File: src/rtl/ps_pkg.sv
package ps_pkg;
    typedef enum logic [1:0] {
        PS_CENTRED  = 2'd0,
        PS_POSITIVE = 2'd1,
        PS_DIRECT   = 2'd2,
        PS_DIRECT_B = 2'd3
    } ps_mode_e;
endpackage

File: src/rtl/ps_limits.sv
module ps_limits
    import ps_pkg::*;
#(
    parameter int CNT_W      = 11,
    parameter int HALF       = 255,
    parameter int DIRECT_MAX = 1023
) (
    input  ps_mode_e                   mode,
    output logic signed [CNT_W-1:0]    lim_lo,
    output logic signed [CNT_W-1:0]    lim_hi
);
    localparam logic signed [CNT_W-1:0] C_LO = CNT_W'(-HALF);
    localparam logic signed [CNT_W-1:0] C_HI = CNT_W'(HALF);
    localparam logic signed [CNT_W-1:0] D_HI = CNT_W'(DIRECT_MAX);
    localparam logic signed [CNT_W-1:0] ZERO = '0;

    always_comb begin
        case (mode)
            PS_CENTRED: begin
                lim_lo = C_LO;
                lim_hi = C_HI;
            end
            PS_POSITIVE: begin
                lim_lo = ZERO;
                lim_hi = C_HI;
            end
            default: begin
                lim_lo = ZERO;
                lim_hi = D_HI;
            end
        endcase
    end
endmodule

File: src/rtl/ps_step_timer.sv
module ps_step_timer #(
    parameter int LAT = 4
) (
    input  logic clk,
    input  logic rst,
    input  logic step_en,
    output logic accept,
    output logic fire,
    output logic busy
);
    localparam int WW = $clog2(LAT + 1);
    localparam logic [WW-1:0] W_LAST = WW'(LAT - 1);
    localparam logic [WW-1:0] W_ONE  = WW'(1);

    typedef struct packed {
        logic          busy;
        logic [WW-1:0] wait_cnt;
    } tmr_t;

    tmr_t st_d, st_q;

    always_comb begin
        st_d   = st_q;
        accept = !st_q.busy && step_en;
        fire   = st_q.busy && (st_q.wait_cnt == W_LAST);
        if (accept) begin
            st_d.busy     = 1'b1;
            st_d.wait_cnt = W_ONE;
        end else if (fire) begin
            st_d.busy     = 1'b0;
        end else if (st_q.busy) begin
            st_d.wait_cnt = st_q.wait_cnt + W_ONE;
        end
    end

    always_ff @(posedge clk) begin
        if (rst) st_q <= '0;
        else     st_q <= st_d;
    end

    assign busy = st_q.busy;
endmodule

File: src/rtl/ps_ovf_hold.sv
module ps_ovf_hold #(
    parameter int HOLD = 40
) (
    input  logic clk,
    input  logic rst,
    input  logic fire,
    input  logic bad,
    output logic ovf
);
    localparam int HW = $clog2(HOLD + 1);
    localparam logic [HW-1:0] H_LOAD = HW'(HOLD - 1);
    localparam logic [HW-1:0] H_ONE  = HW'(1);

    typedef struct packed {
        logic          ovf;
        logic          last_bad;
        logic [HW-1:0] hold;
    } hold_t;

    hold_t st_d, st_q;

    always_comb begin
        st_d = st_q;
        // decay of the hold window
        if (st_q.hold != '0)       st_d.hold = st_q.hold - H_ONE;
        else if (!st_q.last_bad)   st_d.ovf  = 1'b0;
        // a completed step updates the record of the last outcome
        if (fire) begin
            st_d.last_bad = bad;
            if (bad) begin
                st_d.ovf  = 1'b1;
                st_d.hold = H_LOAD;
            end
        end
    end

    always_ff @(posedge clk) begin
        if (rst) st_q <= '0;
        else     st_q <= st_d;
    end

    assign ovf = st_q.ovf;
endmodule

File: src/rtl/ps_tracker.sv
module ps_tracker
    import ps_pkg::*;
#(
    parameter int CNT_W      = 11,
    parameter int HALF       = 255,
    parameter int DIRECT_MAX = 1023,
    parameter int LAT        = 4,
    parameter int HOLD       = 40
) (
    input  logic                    clk,
    input  logic                    rst,
    input  logic [1:0]              mode_sel,
    input  logic                    step_en,
    input  logic                    step_dir,
    input  logic                    sweep_en,
    input  logic signed [CNT_W-1:0] sweep_lo,
    input  logic signed [CNT_W-1:0] sweep_hi,
    output logic                    step_done,
    output logic signed [CNT_W-1:0] phase_count,
    output logic                    ovf_flag,
    output logic                    sweep_dir
);
    localparam int XW = CNT_W + 1;
    localparam logic signed [XW-1:0] X_ONE = XW'(1);

    typedef struct packed {
        ps_mode_e                mode;
        logic signed [CNT_W-1:0] count;
        logic                    dir;
        logic                    sdir;
        logic                    done;
    } trk_t;

    trk_t st_d, st_q;

    logic                    accept, fire, busy, bad;
    logic signed [CNT_W-1:0] lim_lo, lim_hi;
    logic signed [XW-1:0]    cnt_x, nxt_x, lo_x, hi_x;
    logic [1:0]              mode_r;

    ps_limits #(.CNT_W(CNT_W), .HALF(HALF), .DIRECT_MAX(DIRECT_MAX)) u_limits (
        .mode   (st_q.mode),
        .lim_lo (lim_lo),
        .lim_hi (lim_hi)
    );

    ps_step_timer #(.LAT(LAT)) u_timer (
        .clk     (clk),
        .rst     (rst),
        .step_en (step_en),
        .accept  (accept),
        .fire    (fire),
        .busy    (busy)
    );

    ps_ovf_hold #(.HOLD(HOLD)) u_hold (
        .clk  (clk),
        .rst  (rst),
        .fire (fire),
        .bad  (bad),
        .ovf  (ovf_flag)
    );

    always_comb begin
        cnt_x = {st_q.count[CNT_W-1], st_q.count};
        lo_x  = {lim_lo[CNT_W-1], lim_lo};
        hi_x  = {lim_hi[CNT_W-1], lim_hi};
        nxt_x = st_q.dir ? (cnt_x + X_ONE) : (cnt_x - X_ONE);
        bad   = (nxt_x < lo_x) || (nxt_x > hi_x);

        st_d      = st_q;
        st_d.done = fire;
        if (accept) begin
            st_d.dir = sweep_en ? st_q.sdir : step_dir;
        end
        if (fire) begin
            if (!bad) st_d.count = nxt_x[CNT_W-1:0];
            if (st_d.count >= sweep_hi)      st_d.sdir = 1'b0;
            else if (st_d.count <= sweep_lo) st_d.sdir = 1'b1;
        end
    end

    always_ff @(posedge clk) begin
        if (rst) begin
            st_q.mode  <= ps_mode_e'(mode_sel);
            st_q.count <= '0;
            st_q.dir   <= 1'b1;
            st_q.sdir  <= 1'b1;
            st_q.done  <= 1'b0;
        end else begin
            st_q <= st_d;
        end
    end

    assign mode_r      = st_q.mode;
    assign step_done   = st_q.done;
    assign phase_count = st_q.count;
    assign sweep_dir   = st_q.sdir;
endmodule

File: config.mk
export PLATFORM = sky130hd
export DESIGN_NAME = ps_tracker
export DESIGN_NICKNAME = d
export VERILOG_FILES = /design/src/rtl/ps_pkg.sv /design/src/rtl/ps_limits.sv /design/src/rtl/ps_step_timer.sv /design/src/rtl/ps_ovf_hold.sv /design/src/rtl/ps_tracker.sv
export SDC_FILE = /design/constraint.sdc
export NUM_CORES = 1
export LEC_CHECK = 0
export CORE_UTILIZATION = 40
export CTS_CLUSTER_SIZE = 28
export DETAILED_ROUTE_END_ITERATION = 8
export GPL_TIMING_DRIVEN = 0
export SYNTH_ARGS = -nofsm -noshare
export SYNTH_HDL_FRONTEND = slang
export SYNTH_HIERARCHICAL = 1
export SYNTH_SLANG_ARGS = --single-unit
File: constraint.sdc
create_clock -name clk -period 6.4 [get_ports clk]
set_input_delay 1.28 -clock clk [delete_from_list [all_inputs] [get_ports clk]]
set_output_delay 1.28 -clock clk [all_outputs]
set_load 0.02 [all_outputs]
Word-level counts from Yosys, hierarchy flattened
Cells that the tools add are included.

storage, ports and cells
  input port bits = 29
  register bits after elaboration = 28
  logic and storage cells = 55

operators by class
  $add $sub $neg = 4
  bitwise operators = 1
  $lt $le $gt $ge = 4
  equal/unequal tests = 3
  muxes and demuxes = 18
  reduce and logical (&&, ||, !) cells = 14

operator list
  cell                                                  number
  2-to-1 mux 11 bit                                     3
  adder 11 x 2 -> 12 bit (second input constant)        1
  > comparator 12 x 11 -> 1 bit                         1
  < comparator 12 x 11 -> 1 bit                         1
  2-to-1 mux 12 bit                                     1
  2-to-1 mux 6 bit                                      2
  subtractor 11 x 2 -> 12 bit (second input constant)   1
  greater-or-equal comparator 11 bit                    1
  <= comparator 11 bit                                  1
  2-to-1 mux 10 bit                                     1
  2-to-1 mux 8 bit                                      1
  2-to-1 mux 1 bit                                      7
  2-to-1 mux 3 bit                                      2
  AND reduction 2 bit                                   3
  nonzero test 2 bit                                    3
  nonzero test 6 bit                                    1
  subtractor 6 x 1 -> 6 bit (second input constant)     1
  2-to-1 mux 4 bit                                      1
  OR reduction 2 bit                                    2
  adder 3 x 1 -> 3 bit (second input constant)          1
  equality test 3 x 2 -> 1 bit (second input constant)  1
  equality test 2 x 1 -> 1 bit (second input constant)  1
  logical AND 1 bit                                     2
  zero test 2 bit                                       1
  4 further kinds                                       4

Logic depth before layout (Yosys ltp)
  depth after elaboration = 10
  gate-level depth with buffers = 26
  depth with buffers taken out = 24

Hierarchy
The synthesis kept the hierarchy.

by module, submodules not included
  module         cells an instance  seq. area each (µm²)  area an instance (µm²)  times used
  ps_tracker     294                340.3                 2433.6                  1
  ps_ovf_hold    42                 160.2                 386.6                   1
  ps_step_timer  24                 80.1                  215.2                   1
  ps_limits      24                 0.0                   165.2                   1

Worst setup path after synthesis
No wires, ideal clock.

  path type = register -> register
  start point = register st_q[2] (netlist name)
  end point = register st_q, in the netlist sweep_dir
  arrival time = 4.791 ns
  path slack = 1.487 ns
  required time = 6.278 ns
  library setup time = 0.122 ns
  period minus slack after synthesis = 4.913 ns
  stages on the path, launching flop included = 25
  path through = dfxtp_1 inv_1 ha_1 a21o_2 a21oi_1 o31ai_1 a21oi_1 nor2b_1 o21ai_0 a22o_1 ha_1 a41oi_1 a2111oi_1 o31ai_2 nor3_2 buf_6 mux2_4 ha_1 a21o_1 a21o_1 a21oi_1 nor2_1 and4b_1 o21a_1 o32a_1

between the ends
  longest elaborated chain between the ends = 8
  elaborated cells between the ends (all ways) = 11

RTL lines
  element                                                                                line                                RTL
  from (decl)                                                                            ps_tracker.sv:34                    trk_t st_d, st_q;
  from (signal assigned)                                                                 ps_tracker.sv:91                    st_q <= st_d;
  2-to-1 mux 12 bit (*)                                                                  ps_tracker.sv:68                    nxt_x = st_q.dir ? (cnt_x + X_ONE) : (cnt_x - X_ONE);
  < comparator 12 x 11 -> 1 bit / > comparator 12 x 11 -> 1 bit (equally long branches)  ps_tracker.sv:69                    bad = (nxt_x < lo_x) || (nxt_x > hi_x);
  logical OR 1 bit                                                                       ps_tracker.sv:69
  2-to-1 mux 11 bit (*)                                                                  ps_tracker.sv:77                    if (!bad) st_d.count = nxt_x[CNT_W-1:0];
  2-to-1 mux 11 bit (*)                                                                  ps_tracker.sv:76                    if (fire) begin
  greater-or-equal comparator 11 bit / <= comparator 11 bit (equally long branches)      ps_tracker.sv:78, ps_tracker.sv:79
  nonzero test 2 bit (no source line)                                                    n/a
  AND reduction 2 bit (no source line)                                                   n/a

Mark *: on every way between the ends. The rest lies on a longest branch, timed or not. The select of a mux whose other input is x is not followed.
A chain may end at the register's enable or synchronous reset.

Worst setup path after layout
Ends and elaborated chain as after synthesis.

==> results.tsv <==
stage	metric	value	unit
clock_tree	cts_htree_levels	1	
finish	final_common_cell	ha_1	
synthesis	synth-simple-area-share	14.66	%
sta	timing.final.crit_share	90.27	%
global_routing	antenna_found_initial	0	
global_routing	grt_max_degree	17	
hold_path	hold_path_depth	2	
floorplanning	placementRows	32	
critical_path	cp-end-kind	flip-flop	
critical_path	rrSetupSlack	0.62	ns
finish	n_antenna_cell	0	
critical_path	reg2reg_from	st_q[2]	
synthesis	synth_fa_ha_area_share	23.30	%
clock_tree	cts_tree	built	
synthesis	muxShareOfSynthArea	6.685	%
clock_tree	cts.sinks	28	
routing	drc	0	
global_routing	grt_pass1_wl	11240	um
place	gp_congestion	0.8212	
flow_run	cap_violations	0	
hold_path	min_to	u_hold/ovf	
power_and_ir_drop	power_frac_clock	22.7	%
place	placed_area	3801	um^2
critical_path	critPathLaunchType	flip-flop	
floorplanning	ios	43	
clock_tree	post_cts_buffers	0	
critical_path	r2r_cells	23	
finish	final_layout_size_suffix_gt1_share	13.29	%
clock_tree	max-clock-path-buffers	2	
synthesis	async_flop_share	0	%
synthesis	synth_seq_cells	28	
finish	fill_cells	764	
power_and_ir_drop	leakage	1.924	nW
critical_path	r2r-end	sweep_dir	
finish	regArea	580.6	um^2
sta	setup_viol	0	
sta	hold_violations	0	
global_routing	grt_pass1_vias	2448	
clock_tree	clkTransAtPathRegs	0.11	ns
power_and_ir_drop	p_int	0.4227	mW
sta	setup_ws	0.6228	ns
floorplanning	start_util	41.42	%
critical_path	arrival	5.96	ns
run_status	status	finished clean	
power_and_ir_drop	fin_total_pwr	0.6506	mW
finish	areaGrowthSynthToFinish	20.99	%
floorplanning	die_h	91.45	um
clock_tree	clkLatencyLatePin	0.29	ns
global_routing	grt.overflow.total	0	
sta	drv_slew	0	
sta	min_period	5.777	ns
finish	multi_input_area	2175	um^2
finish	fin_area	3872	um^2
hold_path	hp-start	u_hold/ovf	
synthesis	synth_area	3201	um^2
synthesis	synth_cell_types	60	
synthesis	synth_compound_area_share	18.14	%
critical_path	criticalPathCategory	flip-flop to flip-flop	
critical_path	startpoint	st_q[2]	
synthesis	synth_top_family_by_area	adder cells	
synthesis	synth_edf_count	2	
global_routing	grt.total_usage	16.48	%
sta	final.setup.tns	0	ns
sta	rsz0062_at_grt	no	
place	port-buffer-count	42	
synthesis	synth_xor_area_share	3.284	%
floorplanning	fp.dieW	91.45	um
hold_path	hold_path.class	flip-flop to flip-flop	
synthesis	ys.flop_type	dfxtp_1	
finish	nets	533	
sta	finClkSkew	0.008644	ns
power_and_ir_drop	p_sw	0.2279	mW
routing	via_per_inst	4.839	
critical_path	crit_fanout	11	
clock_tree	cts_root_buf	clkbuf_8	
synthesis	yosysWarnings	6	
power_and_ir_drop	combPwrFrac	45.0	%
routing	firstDrtPassIters	4	
power_and_ir_drop	swShare	35.03	%
sta	relSlewSlack	66.62	%
clock_tree	cts_buffers	3	
finish	final_util	50.11	%
routing	via_count	2642	
finish	layout_common_cells	58 x ha_1, 55 x inv_1, 42 x clkdlybuf4s50_1, 31 x buf_4, 26 x dfxtp_1	
sta	max_freq	173.1	MHz
synthesis	syn_area_per_cell	8.335	um^2
floorplanning	die_area	8363	um^2
routing	ant_nets	0	
routing	totalWireLength	6567	um
clock_tree	cts-resized-gates	0	
synthesis	yosysSeqAreaShare	18.14	%
sta	worst_pin_slew	0.4964	ns
clock_tree	ctsHoldBuffers	0	
routing	drtIter0Drc	46	
power_and_ir_drop	vdd_ir_drop_max	158.9	uV
power_and_ir_drop	power_frac_seq	32.3	%
synthesis	syn-instance-count	384	
place	place_ws	0.6836	ns
place	dp_hpwl	5419	um
routing	wl_per_cell	12.03	um
critical_path	required	6.58	ns
power_and_ir_drop	power_density	168.0	nW/um^2
floorplanning	core_area	7727	um^2
-- layout make-up --
class	count	area share, %
Multi-Input combinational cell	273	56.16
Buffer	42	7.528
Timing Repair Buffer	42	10.86
Clock inverter	1	0.7754
Inverter	55	5.331
Tap cell	102	3.296
Sequential cell	28	14.99
Clock buffer	3	1.066
-- cell families (layout without fill, tap and decap cells) --
group           Yosys count  count (layout)
flops                    28              28
mux                      18              18
fa+ha+maj                59              59
simple gates             85              85
compound gates           83              83
other cells               2              16
buf+inv                  97             143
xor+xnor                 12              12
-- worst max-delay path, cell delays in order, from the launching register on --
cell       delay, ns
dfxtp_1         0.40
inv_1           0.24
ha_1            0.35
a21o_2          0.11
a21oi_1         0.10
o31ai_1         0.49
a21oi_1         0.13
nor2b_1         0.12
o21ai_0         0.08
a22o_1          0.21
ha_1            0.31
a41oi_1         0.17
a2111oi_1       0.43
o31ai_2         0.17
nor3_2          0.40
buf_6           0.23
mux2_4          0.33
ha_1            0.30
nand4_1         0.12
nor2_1          0.21
a21oi_1         0.11
and4b_1         0.20
o21a_1          0.18
o32a_1          0.27
-- power groups by stage --
stage	clock, mW	sequential [mW]	combinational [mW]
final	0.148	0.210	0.293
after global routing	0.158	0.213	0.332
after CTS	0.150	0.210	0.292
after detailed placement	0	0.214	0.289
after global placement	0	0.214	0.283
after floorplan	0	0.211	0.225
-- per-layer routing --
metal  routed length (um)  global-route usage (%)  up-vias
met5                    0                       0        -
met1                 3324                   22.47     1172
li1                     -                       -     1417
met3                  200                   2.596        6
met2                 2979                   27.38       47
met4                   63                   3.175        0
-- stage by stage --
step | hold slack [ns] | cells
global route | 0.5009 | 546
global placement | 0.4563 | 542
floorplan | 0.4499 | 398
CTS | 0.4707 | 546
finish | 0.4732 | 546
detailed placement | 0.4575 | 542
-- cells in the mapped netlist, types with 3 or more instances --
cell	count	area (um^2)
ha_1	58	725.7
o21ai_0	13	65.06
nand2b_1	8	50.05
buf_4	31	232.7
mux2_2	3	33.78
o21a_1	3	22.52
a21oi_1	25	125.1
nand3_1	4	20.02
xor2_1	5	43.79
inv_1	55	206.5
mux2i_1	9	90.09
xnor2_1	7	61.31
a211oi_2	3	37.54
o211ai_1	4	30.03
clkbuf_1	7	26.28
o31ai_1	3	22.52
mux2_4	6	90.09
nor3_1	7	35.03
a21o_1	10	75.07
nand4_1	9	56.30
nand2_1	11	41.29
nor2b_1	5	31.28
nor2_1	24	90.09
dfxtp_1	26	520.5
-- worst max path at each step --
stage	end	slack [ns]	depth (start not counted)
CTS	sweep_dir	0.62	23
detailed placement	sweep_dir	0.68	23
global placement	sweep_dir	0.64	23
floorplan	sweep_dir	1.49	24
finish	sweep_dir	0.62	23
global route	sweep_dir	0.09	25
-- flip-flops by register name, summed over array words and instances, names as in the netlist --
register,cells
mode_r,2
phase_count,11
st_q,1
step_done,1
sweep_dir,1
u_hold/ovf,1
u_hold/st_q,7
u_timer/busy,1
u_timer/st_q,3
Power figures use the tool's default switching activity.
